==> config.mk <==
export PLATFORM = sky130hd
export DESIGN_NAME = serial_fifo_unit
export DESIGN_NICKNAME = d
export VERILOG_FILES = /design/src/rtl/sfu_pkg.sv /design/src/rtl/sfu_ctrl_reg.sv /design/src/rtl/sfu_queue.sv /design/src/rtl/sfu_timeout.sv /design/src/rtl/serial_fifo_unit.sv
export SDC_FILE = /design/constraint.sdc
export NUM_CORES = 1
export LEC_CHECK = 0
export BUFFER_PORTS_ARGS = -buffer_cell sky130_fd_sc_hd__buf_4
export CAP_MARGIN = 20
export CORE_MARGIN = 2
export CORE_UTILIZATION = 45
export CTS_CLUSTER_DIAMETER = 150
export DETAILED_ROUTE_END_ITERATION = 10
export SETUP_SLACK_MARGIN = 0.5
export SLEW_MARGIN = 20
export SYNTH_ARGS = -nofsm -noshare
export SYNTH_HDL_FRONTEND = slang
export SYNTH_SLANG_ARGS = --single-unit
==> constraint.sdc <==
create_clock -name clk -period 2.98 [get_ports clk]
set_input_delay 0.149 -clock clk [delete_from_list [all_inputs] [get_ports clk]]
set_output_delay 0.149 -clock clk [all_outputs]
set_load 0.02 [all_outputs]
==> src/rtl/sfu_pkg.sv <==
package sfu_pkg;
    timeunit 1ns;
    timeprecision 1ps;

    localparam int unsigned CHAR_W = 8;

    typedef enum logic [1:0] {
        TO_IDLE  = 2'd0,
        TO_WAIT  = 2'd1,
        TO_FIRED = 2'd2
    } to_state_t;

    typedef struct packed {
        logic              brk;
        logic              ferr;
        logic              perr;
        logic [CHAR_W-1:0] data;
    } rx_entry_t;

    // Trigger level in characters for a 2-bit code, scaled to the depth.
    function automatic int unsigned trig_level(input logic [1:0] code,
                                               input int unsigned depth);
        unique case (code)
            2'd0:    return 1;
            2'd1:    return depth / 4;
            2'd2:    return depth / 2;
            default: return depth - 2;
        endcase
    endfunction
endpackage

==> src/rtl/sfu_ctrl_reg.sv <==
module sfu_ctrl_reg (
    input  logic       clk,
    input  logic       rst_n,
    input  logic       wr,
    input  logic [7:0] wdata,
    output logic       en,
    output logic [1:0] trig_code,
    output logic       rx_flush,
    output logic       tx_flush
);
    timeunit 1ns;
    timeprecision 1ps;

    logic       en_q;
    logic [1:0] trig_q;
    logic       mode_flip;
    logic       qualified;
    logic       unused_bits;

    assign unused_bits = ^wdata[5:3];

    // A flip of the mode bit drains both sides; the other bits need bit 0.
    assign mode_flip = wr && (wdata[0] != en_q);
    assign qualified = wr && wdata[0];
    assign rx_flush  = mode_flip || (qualified && wdata[1]);
    assign tx_flush  = mode_flip || (qualified && wdata[2]);

    always_ff @(posedge clk or negedge rst_n) begin
        if (!rst_n) begin
            en_q   <= 1'b0;
            trig_q <= 2'd0;
        end else begin
            if (wr)        en_q   <= wdata[0];
            if (qualified) trig_q <= wdata[7:6];
        end
    end

    assign en        = en_q;
    assign trig_code = trig_q;
endmodule

==> src/rtl/sfu_queue.sv <==
module sfu_queue #(
    parameter int unsigned W     = 8,
    parameter int unsigned DEPTH = 16,
    parameter int unsigned CW    = $clog2(DEPTH + 1)
) (
    input  logic          clk,
    input  logic          rst_n,
    input  logic          flush,
    input  logic          cap_one,
    input  logic          push,
    input  logic [W-1:0]  din,
    input  logic          pop,
    output logic [W-1:0]  dout,
    output logic [CW-1:0] level,
    output logic          full,
    output logic          accepted,
    output logic          removed
);
    timeunit 1ns;
    timeprecision 1ps;

    localparam int unsigned AW = (DEPTH > 1) ? $clog2(DEPTH) : 1;
    localparam logic [AW-1:0] LAST_SLOT = AW'(DEPTH - 1);

    logic [W-1:0]  store [DEPTH];
    logic [AW-1:0] wr_q, rd_q;
    logic [CW-1:0] lvl_q;
    logic          empty, take, put;

    function automatic logic [AW-1:0] step(input logic [AW-1:0] p);
        return (p == LAST_SLOT) ? '0 : p + AW'(1);
    endfunction

    assign empty = (lvl_q == '0);
    assign full  = cap_one ? !empty : (lvl_q == CW'(DEPTH));
    assign take  = pop && !empty && !flush;
    assign put   = push && (!full || take) && !flush;

    always_ff @(posedge clk) begin
        if (put) store[wr_q] <= din;
    end

    always_ff @(posedge clk or negedge rst_n) begin
        if (!rst_n) begin
            wr_q  <= '0;
            rd_q  <= '0;
            lvl_q <= '0;
        end else if (flush) begin
            wr_q  <= '0;
            rd_q  <= '0;
            lvl_q <= '0;
        end else begin
            if (put)  wr_q <= step(wr_q);
            if (take) rd_q <= step(rd_q);
            unique case ({put, take})
                2'b10:   lvl_q <= lvl_q + CW'(1);
                2'b01:   lvl_q <= lvl_q - CW'(1);
                default: lvl_q <= lvl_q;
            endcase
        end
    end

    assign dout     = store[rd_q];
    assign level    = lvl_q;
    assign accepted = put;
    assign removed  = take;
endmodule

==> src/rtl/sfu_timeout.sv <==
module sfu_timeout #(
    parameter int unsigned LIMIT = 4
) (
    input  logic clk,
    input  logic rst_n,
    input  logic enable,
    input  logic nonempty,
    input  logic activity,
    input  logic clear,
    input  logic tick,
    output logic fire
);
    timeunit 1ns;
    timeprecision 1ps;
    import sfu_pkg::*;

    localparam int unsigned TW = $clog2(LIMIT + 1);
    localparam logic [TW-1:0] LAST_TICK = TW'(LIMIT - 1);

    to_state_t     st_q, st_d;
    logic [TW-1:0] cnt_q, cnt_d;
    logic          drop;

    assign drop = !enable || !nonempty || clear;

    always_comb begin
        st_d  = st_q;
        cnt_d = cnt_q;
        unique case (st_q)
            TO_IDLE: begin
                if (!drop) begin
                    st_d  = TO_WAIT;
                    cnt_d = '0;
                end
            end
            TO_WAIT: begin
                if (drop) begin
                    st_d = TO_IDLE;
                end else if (activity) begin
                    cnt_d = '0;
                end else if (tick) begin
                    if (cnt_q == LAST_TICK) st_d = TO_FIRED;
                    else                    cnt_d = cnt_q + TW'(1);
                end
            end
            TO_FIRED: begin
                if (drop) begin
                    st_d = TO_IDLE;
                end else if (activity) begin
                    st_d  = TO_WAIT;
                    cnt_d = '0;
                end
            end
            default: st_d = TO_IDLE;
        endcase
    end

    always_ff @(posedge clk or negedge rst_n) begin
        if (!rst_n) begin
            st_q  <= TO_IDLE;
            cnt_q <= '0;
        end else begin
            st_q  <= st_d;
            cnt_q <= cnt_d;
        end
    end

    always_comb begin
        fire = (st_q == TO_FIRED);
    end
endmodule

==> src/rtl/serial_fifo_unit.sv <==
module serial_fifo_unit #(
    parameter int unsigned DEPTH         = 16,
    parameter int unsigned TIMEOUT_CHARS = 4
) (
    input  logic       clk,
    input  logic       rst_n,
    input  logic       ctl_wr,
    input  logic [7:0] ctl_wdata,
    input  logic       rx_push,
    input  logic [7:0] rx_char,
    input  logic       rx_perr,
    input  logic       rx_ferr,
    input  logic       rx_brk,
    input  logic       rx_pop,
    output logic [7:0] rx_rdata,
    input  logic       lsr_rd,
    input  logic       tx_push,
    input  logic [7:0] tx_char,
    input  logic       tx_pop,
    output logic [7:0] tx_rdata,
    output logic       tx_empty,
    output logic       tx_full,
    input  logic       char_tick,
    output logic       fifo_on,
    output logic       ls_ready,
    output logic       ls_overrun,
    output logic       ls_perr,
    output logic       ls_ferr,
    output logic       ls_brk,
    output logic       ls_fifo_err,
    output logic       rda_req,
    output logic       cto_req
);
    timeunit 1ns;
    timeprecision 1ps;
    import sfu_pkg::*;

    localparam int unsigned CW = $clog2(DEPTH + 1);
    localparam int unsigned EW = $bits(rx_entry_t);

    logic          en, rx_flush, tx_flush;
    logic [1:0]    trig_code;
    rx_entry_t     rx_in, rx_head;
    logic [EW-1:0] rx_head_bits;
    logic [CW-1:0] rx_count, tx_count, err_cnt_q, trig_n;
    logic          rx_full, rx_accept, rx_removed;
    logic          unused_tx_put, unused_tx_take;
    logic          ovr_q, err_in, err_out;

    sfu_ctrl_reg u_ctrl (
        .clk       (clk),
        .rst_n     (rst_n),
        .wr        (ctl_wr),
        .wdata     (ctl_wdata),
        .en        (en),
        .trig_code (trig_code),
        .rx_flush  (rx_flush),
        .tx_flush  (tx_flush)
    );

    assign rx_in = '{brk: rx_brk, ferr: rx_ferr, perr: rx_perr, data: rx_char};

    sfu_queue #(.W(EW), .DEPTH(DEPTH), .CW(CW)) u_rxq (
        .clk      (clk),
        .rst_n    (rst_n),
        .flush    (rx_flush),
        .cap_one  (!en),
        .push     (rx_push),
        .din      (rx_in),
        .pop      (rx_pop),
        .dout     (rx_head_bits),
        .level    (rx_count),
        .full     (rx_full),
        .accepted (rx_accept),
        .removed  (rx_removed)
    );

    sfu_queue #(.W(CHAR_W), .DEPTH(DEPTH), .CW(CW)) u_txq (
        .clk      (clk),
        .rst_n    (rst_n),
        .flush    (tx_flush),
        .cap_one  (!en),
        .push     (tx_push),
        .din      (tx_char),
        .pop      (tx_pop),
        .dout     (tx_rdata),
        .level    (tx_count),
        .full     (tx_full),
        .accepted (unused_tx_put),
        .removed  (unused_tx_take)
    );

    sfu_timeout #(.LIMIT(TIMEOUT_CHARS)) u_idle (
        .clk      (clk),
        .rst_n    (rst_n),
        .enable   (en),
        .nonempty (rx_count != '0),
        .activity (rx_push || rx_pop),
        .clear    (rx_flush),
        .tick     (char_tick),
        .fire     (cto_req)
    );

    assign rx_head = rx_head_bits;

    // Overrun: a dropped push that was not swallowed by a clear.
    always_ff @(posedge clk or negedge rst_n) begin
        if (!rst_n)                                  ovr_q <= 1'b0;
        else if (rx_push && !rx_accept && !rx_flush) ovr_q <= 1'b1;
        else if (lsr_rd)                             ovr_q <= 1'b0;
    end

    // Running tally of stored characters that carry an error flag.
    assign err_in  = rx_accept  && (rx_perr || rx_ferr || rx_brk);
    assign err_out = rx_removed && (rx_head.perr || rx_head.ferr || rx_head.brk);

    always_ff @(posedge clk or negedge rst_n) begin
        if (!rst_n)        err_cnt_q <= '0;
        else if (rx_flush) err_cnt_q <= '0;
        else begin
            unique case ({err_in, err_out})
                2'b10:   err_cnt_q <= err_cnt_q + CW'(1);
                2'b01:   err_cnt_q <= err_cnt_q - CW'(1);
                default: err_cnt_q <= err_cnt_q;
            endcase
        end
    end

    assign trig_n = CW'(trig_level(trig_code, DEPTH));

    always_comb begin
        fifo_on     = en;
        ls_ready    = (rx_count != '0);
        rx_rdata    = rx_head.data;
        ls_perr     = ls_ready && rx_head.perr;
        ls_ferr     = ls_ready && rx_head.ferr;
        ls_brk      = ls_ready && rx_head.brk;
        ls_overrun  = ovr_q;
        ls_fifo_err = (err_cnt_q != '0);
        rda_req     = en ? (rx_count >= trig_n) : ls_ready;
        tx_empty    = (tx_count == '0);
    end
endmodule

==> summary.md, run 1 <==
| Metric | Value |
|---|---|
| Area of the multi-input gates | `4770 sq um` |
| WP buf/inv | `4` |
| Crit path max-delay family | `compound AO/OA/AOI/OAI gates` |
| Setup ws final | `-0.235 ns` |
| Fmax | `311 MHz` |
| Post-synth EDFFs | `a little over 300` |
| Reg2reg start | `u_rxq.rd_q[0]` |
| Post-synthesis cell count | `902` |
| Post-layout nets | `1176` |
| CP Cell Sequence | `buf_12 -> buf_4 -> mux2i_1 -> a221oi_2 -> o21ai_2 -> and2_4 -> a21boi_4 -> nand2_2 -> buf_4 -> fa_2 -> nor2b_1 -> o21ai_1 -> nand2b_1 -> buf_4 -> o32ai_1 -> a221o_1` |
| Leakage | `6.71 nW` |
| CTS tree | `done` |
| CP max FO | `5` |
| Row cnt | `65` |
| # setup viols final | `1` |
| Reg-to-reg endpoint | `err_cnt_q[4]` |
| GRT Util Overall | `19.2%` |
| M1 wire length | `14.0 mm` |
| Power per Cell Area | `806 nW/um^2` |
| Failing checks | `setup timing` |
| Crit-path slowest cell | `dfrtp_4` |
| Initial antenna violation count | `0` |
| Normalized max-slew margin | `47.8%` |
| FF-to-FF path depth | `16` |
| Post-Route Utilization | `58.8%` |
| Wire per inst | `20.9 um` |
| Clock sink count | `roughly 340` |
| Pins over their slew limit | `0` |
| Area after DPL | `16100 sq um` |
| Routed wl met3 | `1.45 mm` |
| Unrepaired setup endpoints after global routing | `yes` |
| Asr flop ratio synth | `11.6%` |
| Clock Tree Root | `clkbuf_16` |
| Initial Util | `a little under half` |
| FF+latch area | `approximately 10000 sq um` |
| DIE AREA | `between 30000 and 40000 sq um` |
| Largest net degree at the start of global routing | `41` |
| Placer Congestion | `0.813` |
| Top Layer Used | `met4` |
| Most used DFF post-synth | `edfxtp_1` |
| Worst endpoint required time | `3.39 ns` |
| Fillcell total | `roughly 2.4k` |
| Post-Syn Area | `14600 sq um` |
| Critical Path AT | `between 3 and 4 ns` |
| Most numerous cell on the critical path | `buf_4` |
| Actual slew at the worst max-slew pin | `roughly 0.78 ns` |
| Synth warn | `0` |
| Final hold vios | `0` |
| H-Tree Depth | `2` |
| GRT overflow | `0` |
| R2R setup slack | `-0.24 ns` |
| Die outline width | `around 180 um` |
| Share of cells above drive strength 1 | `34.8%` |
| Inserted Diodes | `0` |
| Post-Syn Nets | `966` |
| First-pass GRT wire length | `49.1 mm` |
| WHS Endpoint | `u_ctrl.trig_code[0]` |
| IO buf count | `between 50 and 60` |
| First-pass DRT Iterations | `5` |
| Die Span Y | `184 um` |
| Setup CP Type | `flip-flop to flip-flop` |
| Post-synthesis area per instance | `16.1 sq um` |
| Area grow syn2layout | `28.0%` |
| Remaining DRCs | `0` |
| Final antenna-violating net count | `0` |
| Clock Pin Slew Worst Setup and Hold Paths | `0.06 ns` |
| Most common cell after layout, fill and taps aside | `edfxtp_1` |
| Clock Path Buffers | `3` |
| Core Area | `31700 sq um` |
| Hold Path Class | `input port to flip-flop` |
| WL met2 | `16.1 mm` |
| Worst clock skew | `between 0.015 and 0.02 ns` |
| Max IR drop VDD | `0.548 mV` |
| Period utilisation layout | `108%` |
| Io pins | `63` |
| CP Launch Type | `flip-flop` |
| Status | `finished with violations` |
| Final instance area | `about 19000 sq um` |
| DR iter-0 viols | `between 500 and 600` |
| Vias per cell | `5.53` |
| Via count | `between 8k and 9k` |
| Number of global-route vias before repair | `8509` |
| Num CTS Buffers | `37` |
| Min Tclk post-route | `3.22 ns` |
| CP peak stage delay | `between 0.5 and 0.6 ns` |
| Seq/Total Area, Yosys | `69.5%` |
| HPWL after DPL | `20.0 mm` |
| Hold depth | `3` |
| Worst setup EP type | `flip-flop` |
| Max-cap viol count | `0` |
| Worst hold start | `ctl_wdata[0]` |
| Unique masters post-synth | `63` |
| Clk_lat worst skew | `around 0.53 ns` |
| #FFs+latches synth | `about 340` |
| Total Wirelength | `32.2 mm` |
| Most frequent cells in the layout | `edfxtp_1 (304), buf_4 (133), mux2i_1 (68)` |
[layout make-up]
cell class                      instances  area share [%]
Clock inverter                         17           0.745
Tap cell                              402            2.70
Inverter                               25           0.537
Clock buffer                           47            5.22
Multi-Input combinational cell        495            25.6
Timing Repair Buffer                  209            10.9
Sequential cell                       344            54.4
[worst max-delay path by stage]
stage,to,startpoint,depth (start not counted),slack [ns]
final,err_cnt_q[4],u_rxq.rd_q[0],16,-0.24
after global routing,err_cnt_q[4],u_rxq.rd_q[0],16,-0.36
after CTS,err_cnt_q[4],u_rxq.rd_q[0],16,-0.20
after detailed placement,err_cnt_q[4],u_rxq.rd_q[0],13,-0.25
after global placement,err_cnt_q[4],u_rxq.rd_q[0],15,-0.19
after floorplan,err_cnt_q[4],u_rxq.level[2],15,-0.11
[cells in the mapped netlist, types with 5 or more instances]
| master | n | area, sq um |
|---|---|---|
| mux2i_1 | 75 | 751 |
| nor2b_1 | 6 | 37.5 |
| xnor2_1 | 5 | 43.8 |
| inv_1 | 25 | 93.8 |
| mux2_2 | 8 | 90.1 |
| dfrtp_1 | 40 | 1000 |
| edfxtp_1 | 304 | 9130 |
| a21o_1 | 12 | 90.1 |
| nor2_1 | 51 | 191 |
| a21oi_1 | 33 | 165 |
| ha_1 | 25 | 313 |
| a22oi_1 | 19 | 143 |
| clkbuf_1 | 19 | 71.3 |
| nand2_1 | 69 | 259 |
| nand3_1 | 5 | 25.0 |
| a221oi_1 | 24 | 210 |
| nor3_1 | 13 | 65.1 |
| mux4_2 | 38 | 856 |
| nand2b_1 | 7 | 43.8 |
| a211oi_1 | 5 | 37.5 |
| buf_1 | 7 | 26.3 |
| xor2_1 | 8 | 70.1 |
| o21ai_0 | 31 | 155 |
| buf_2 | 7 | 35.0 |
| a221oi_2 | 6 | 90.1 |
[registers in the layout, indices dropped and copies added, names as in the netlist]
name	flops
u_rxq.level	5
u_idle.st_q	2
ls_overrun	1
u_idle.cnt_q	3
u_txq.wr_q	4
u_rxq.store	176
u_ctrl.trig_code	2
err_cnt_q	5
u_rxq.rd_q	4
u_rxq.wr_q	4
u_txq.rd_q	4
u_ctrl.en	1
u_txq.level	5
u_txq.store	128
[what timing repair did]
| action | 4_1_cts | 5_1_grt |
|---|---|---|
| buffers inserted | 25 | 14 |
| pin swaps | 27 | 51 |
| cloned | 1 | 5 |
| hold buffers | 29 | 0 |
| resized for setup | 75 | 63 |
| setup endpoints to repair | 141 | 65 |
| endpoints found under the hold margin | 327 | 0 |
[per-stage QoR]
step | setup slack (ns) | instances | TNS, ns | total power, W | hold WS, ns
floorplan | -0.106 | 902 | -0.106 | 0.00852 | -0.147
CTS | -0.201 | 1520 | -0.241 | 0.0146 | 0.0364
detailed placement | -0.248 | 1401 | -0.354 | 0.00990 | 0.186
global route | -0.361 | 1539 | -0.510 | 0.0157 | 0.0827
finish | -0.235 | 1539 | -0.235 | 0.0150 | 0.0452
global placement | -0.189 | 1401 | -0.211 | 0.00985 | 0.184
[where the power goes]
part	internal [W]	total [W]	switching, W
combinational	0.00256	0.00504	0.00248
sequential	0.00554	0.00578	0.000237
clock	0.00241	0.00421	0.00180
[tightest hold or removal path: stages]
cell     delay (ns)
buf_4          0.12
nand2_1        0.11
mux2_2         0.16
[routing by layer]
| layer | GRT usage [%] | vias up |
|---|---|---|
| met5 | 0 | - |
| met4 | 4.58 | 0 |
| met3 | 2.77 | 46 |
| met2 | 32.4 | 194 |
| met1 | 26.3 | 4305 |
| li1 | - | 3964 |
[cell families (layout without fill, tap and decap cells)]
family	Yosys count	after routing	synth area share (%)
flops	344	344	69.5
mux	121	121	11.6
buf+inv	63	298	1.92
fa+ha+maj	28	28	2.56
xor+xnor	14	14	0.971
simple gates	174	174	5.56
compound gates	158	158	7.80
(Power assumes the default switching activity.)
==> run 2: changes to the inputs <==
clock period = 3.8 ns   (was 2.98 ns; I/O delays follow)
==> run 2 against run 1 <==
The flow now finishes without violations. Combinational power shrank 41%. Die area is the same. Largest power group unchanged. Maximum frequency shrank 2.6%. Clock skew grew 0.0016 ns. Critical path type unchanged. Non-clock buffer count shrank 66. Count of clock-buffer cells in the layout shrank 4. Core utilization shrank 3.9 points. Final cell count shrank 4.2%. Critical path depth shrank 1.
==> summary.md, run 2 (synthesized netlist as in run 1, its figures left out) <==
| Metric | Value |
|---|---|
| Status | `finished, final reports clean` |
| CP max FO | `6 (+1)` |
| Hold depth | `1 (-2)` |
| Post-layout nets | `1110 (-5.6%)` |
| Num CTS Buffers | `37 (unchanged)` |
| Hold Path Class | `input port to flip-flop` |
| Crit-path slowest cell | `dfrtp_4` |
| CP peak stage delay | `0.55 ns (+0.04 ns)` |
| Die Span Y | `184 um (unchanged)` |
| Unrepaired setup endpoints after global routing | `yes` |
| Area of the multi-input gates | `4230 sq um (-11%)` |
| Clk_lat worst skew | `0.53 ns (about the same)` |
| Clock Path Buffers | `3 (unchanged)` |
| Min Tclk post-route | `3.30 ns (+0.0871 ns)` |
| # setup viols final | `0 (-1)` |
| Actual slew at the worst max-slew pin | `0.959 ns (+0.182 ns)` |
| Placer Congestion | `0.796 (-2.1%)` |
| IO buf count | `59 (unchanged)` |
| WP buf/inv | `2 (-2)` |
| Number of global-route vias before repair | `8166 (-4.0%)` |
| Pins over their slew limit | `0 (unchanged)` |
| HPWL after DPL | `18.8 mm (-5.6%)` |
| Crit path max-delay family | `compound AO/OA/AOI/OAI gates` |
| GRT overflow | `0 (unchanged)` |
| Largest net degree at the start of global routing | `41 (unchanged)` |
| Initial antenna violation count | `0 (unchanged)` |
| Vias per cell | `5.52 (-0.14%)` |
| Worst endpoint required time | `4.21 ns (+0.82 ns)` |
| Most frequent cells in the layout | `edfxtp_1 (304), buf_4 (113), mux2i_1 (75)` |
| FF-to-FF path depth | `15 (-1)` |
| Max IR drop VDD | `0.420 mV (-23%)` |
| Worst setup EP type | `flip-flop` |
| H-Tree Depth | `2 (unchanged)` |
| GRT Util Overall | `17.8% (-1.4 points)` |
| Final antenna-violating net count | `0 (unchanged)` |
| CP Launch Type | `flip-flop` |
| Io pins | `63 (unchanged)` |
| Area grow syn2layout | `19.5%` |
| CP Cell Sequence | `buf_8 -> mux2i_1 -> a221oi_2 -> a22oi_2 -> and4_4 -> a21boi_4 -> nand2_2 -> inv_2 -> ha_4 -> nor2b_1 -> o21ai_1 -> nand2b_1 -> a211oi_2 -> o32ai_1 -> a221o_1` |
| Clock Pin Slew Worst Setup and Hold Paths | `0.06 ns (about the same)` |
| Most common cell after layout, fill and taps aside | `edfxtp_1` |
| FF+latch area | `10100 sq um (about the same)` |
| Via count | `8144 (-4.3%)` |
| First-pass DRT Iterations | `5 (unchanged)` |
| CTS tree | `done` |
| Inserted Diodes | `0 (unchanged)` |
| Reg with most FFs | `u_rxq.store` |
| Normalized max-slew margin | `36.1% (-12 points)` |
| Total Wirelength | `29.7 mm (-7.8%)` |
| Wire per inst | `20.1 um (-3.8%)` |
| Setup CP Type | `flip-flop to flip-flop` |
| First-pass GRT wire length | `46.0 mm (-6.4%)` |
| DIE AREA | `33800 sq um (unchanged)` |
| Critical Path AT | `3.71 ns (+0.09 ns)` |
| Total power | `0.0113 W (-25%)` |
| Post-Route Utilization | `54.9% (-3.9 points)` |
| Fillcell total | `2517 (+4.4%)` |
| Max reg flops | `176 (unchanged)` |
| Core Area | `31700 sq um (unchanged)` |
| Final hold vios | `0 (unchanged)` |
| Initial Util | `45.9% (unchanged)` |
| Clock sink count | `344 (unchanged)` |
| Remaining DRCs | `0 (unchanged)` |
| Max-cap viol count | `0 (unchanged)` |
| Worst clock skew | `0.0190 ns (+0.00161 ns)` |
| Hold Worst Slack | `0.0134 ns (-0.0318 ns)` |
| Period utilisation layout | `86.9% (-21 points)` |
| Die outline width | `184 um (unchanged)` |
| WP depth | `15 (-1)` |
| Share of cells above drive strength 1 | `24.2% (-11 points)` |
| Clock Tree Root | `clkbuf_16` |
| Fmax | `303 MHz (-2.6%)` |
| Largest regs | `u_rxq.store (176), u_txq.store (128)` |
| Row cnt | `65 (unchanged)` |
| Power per Cell Area | `648 nW/um^2 (-20%)` |
| Setup TNS | `0 ns (+0.235 ns)` |
| DR iter-0 viols | `558 (+9.6%)` |
| Leakage | `6.24 nW (-7.0%)` |
[run 2: changes by cell type in the layout (fill, tap and decap cells not counted), sizes merged]
cell / change
inv: +1
dlygate4sd3: -4
buf: -57
bufinv: +5
clkbuf: -9
[run 2: final cells by class]
type / count / area share (%)
clock buffer: 43 / 5.51
clock inverter: 23 / 1.72
inverter: 25 / 0.539
multi-input combinational: 495 / 24.3
sequential: 344 / 58.2
tap: 402 / 2.89
timing repair buffer: 143 / 6.80
[run 2: repair_timing]
item                       CTS  global route
setup endpoints to repair    1             2
pin swaps                   12             7
hold endpoints to repair   269             0
hold buffers                25             0
gates cloned                 0             0
gates resized for setup     15             3
setup buffers                7             5
[run 2: metal layers]
layer	global-route usage, %	share of wire (%)	vias to the layer above
met3	2.58	4.0	46
met1	23.9	44	4077
met4	4.96	2.0	0
met5	0	0	-
li1	-	-	3836
met2	30.3	50	185
[run 2: worst reg2reg max path: stages, from the launching register on]
cell	delay (ns)
dfrtp_4	0.55
buf_8	0.17
mux2i_1	0.12
a221oi_2	0.39
a22oi_2	0.16
and4_4	0.23
a21boi_4	0.21
nand2_2	0.10
inv_2	0.10
ha_4	0.21
nor2b_1	0.13
o21ai_1	0.13
nand2b_1	0.11
a211oi_2	0.15
o32ai_1	0.11
a221o_1	0.33
[run 2: path summary, 6_finish.rpt]
path	from	endpoint	slack, ns
min in group asynchronous	rst_n	u_txq.level[0]	0.20
worst max register to register	u_rxq.rd_q[0]	err_cnt_q[4]	0.50
max in group asynchronous	rst_n	u_rxq.rd_q[0]	3.20
worst min-delay path	tx_char[6]	u_txq.store[5][6]	0.01
worst max-delay path	u_rxq.rd_q[0]	err_cnt_q[4]	0.50
worst min register to register	u_idle.st_q[0]	u_idle.st_q[0]	0.50
[run 2: where the power goes]
part	internal (W)	switching, W
clock	0.00223	0.00146
combinational	0.00141	0.00158
sequential	0.00434	0.000249
total	0.00798	0.00329
[run 2: per-stage QoR]
stage | instance area, sq um | instances | setup slack, ns
after floorplan | 14600 | 902 | 0.592
after global placement | 15700 | 1372 | 0.236
after CTS | 17300 | 1470 | 0.506
after detailed placement | 15700 | 1372 | 0.156
final | 17400 | 1475 | 0.498
after global routing | 17400 | 1475 | 0.347
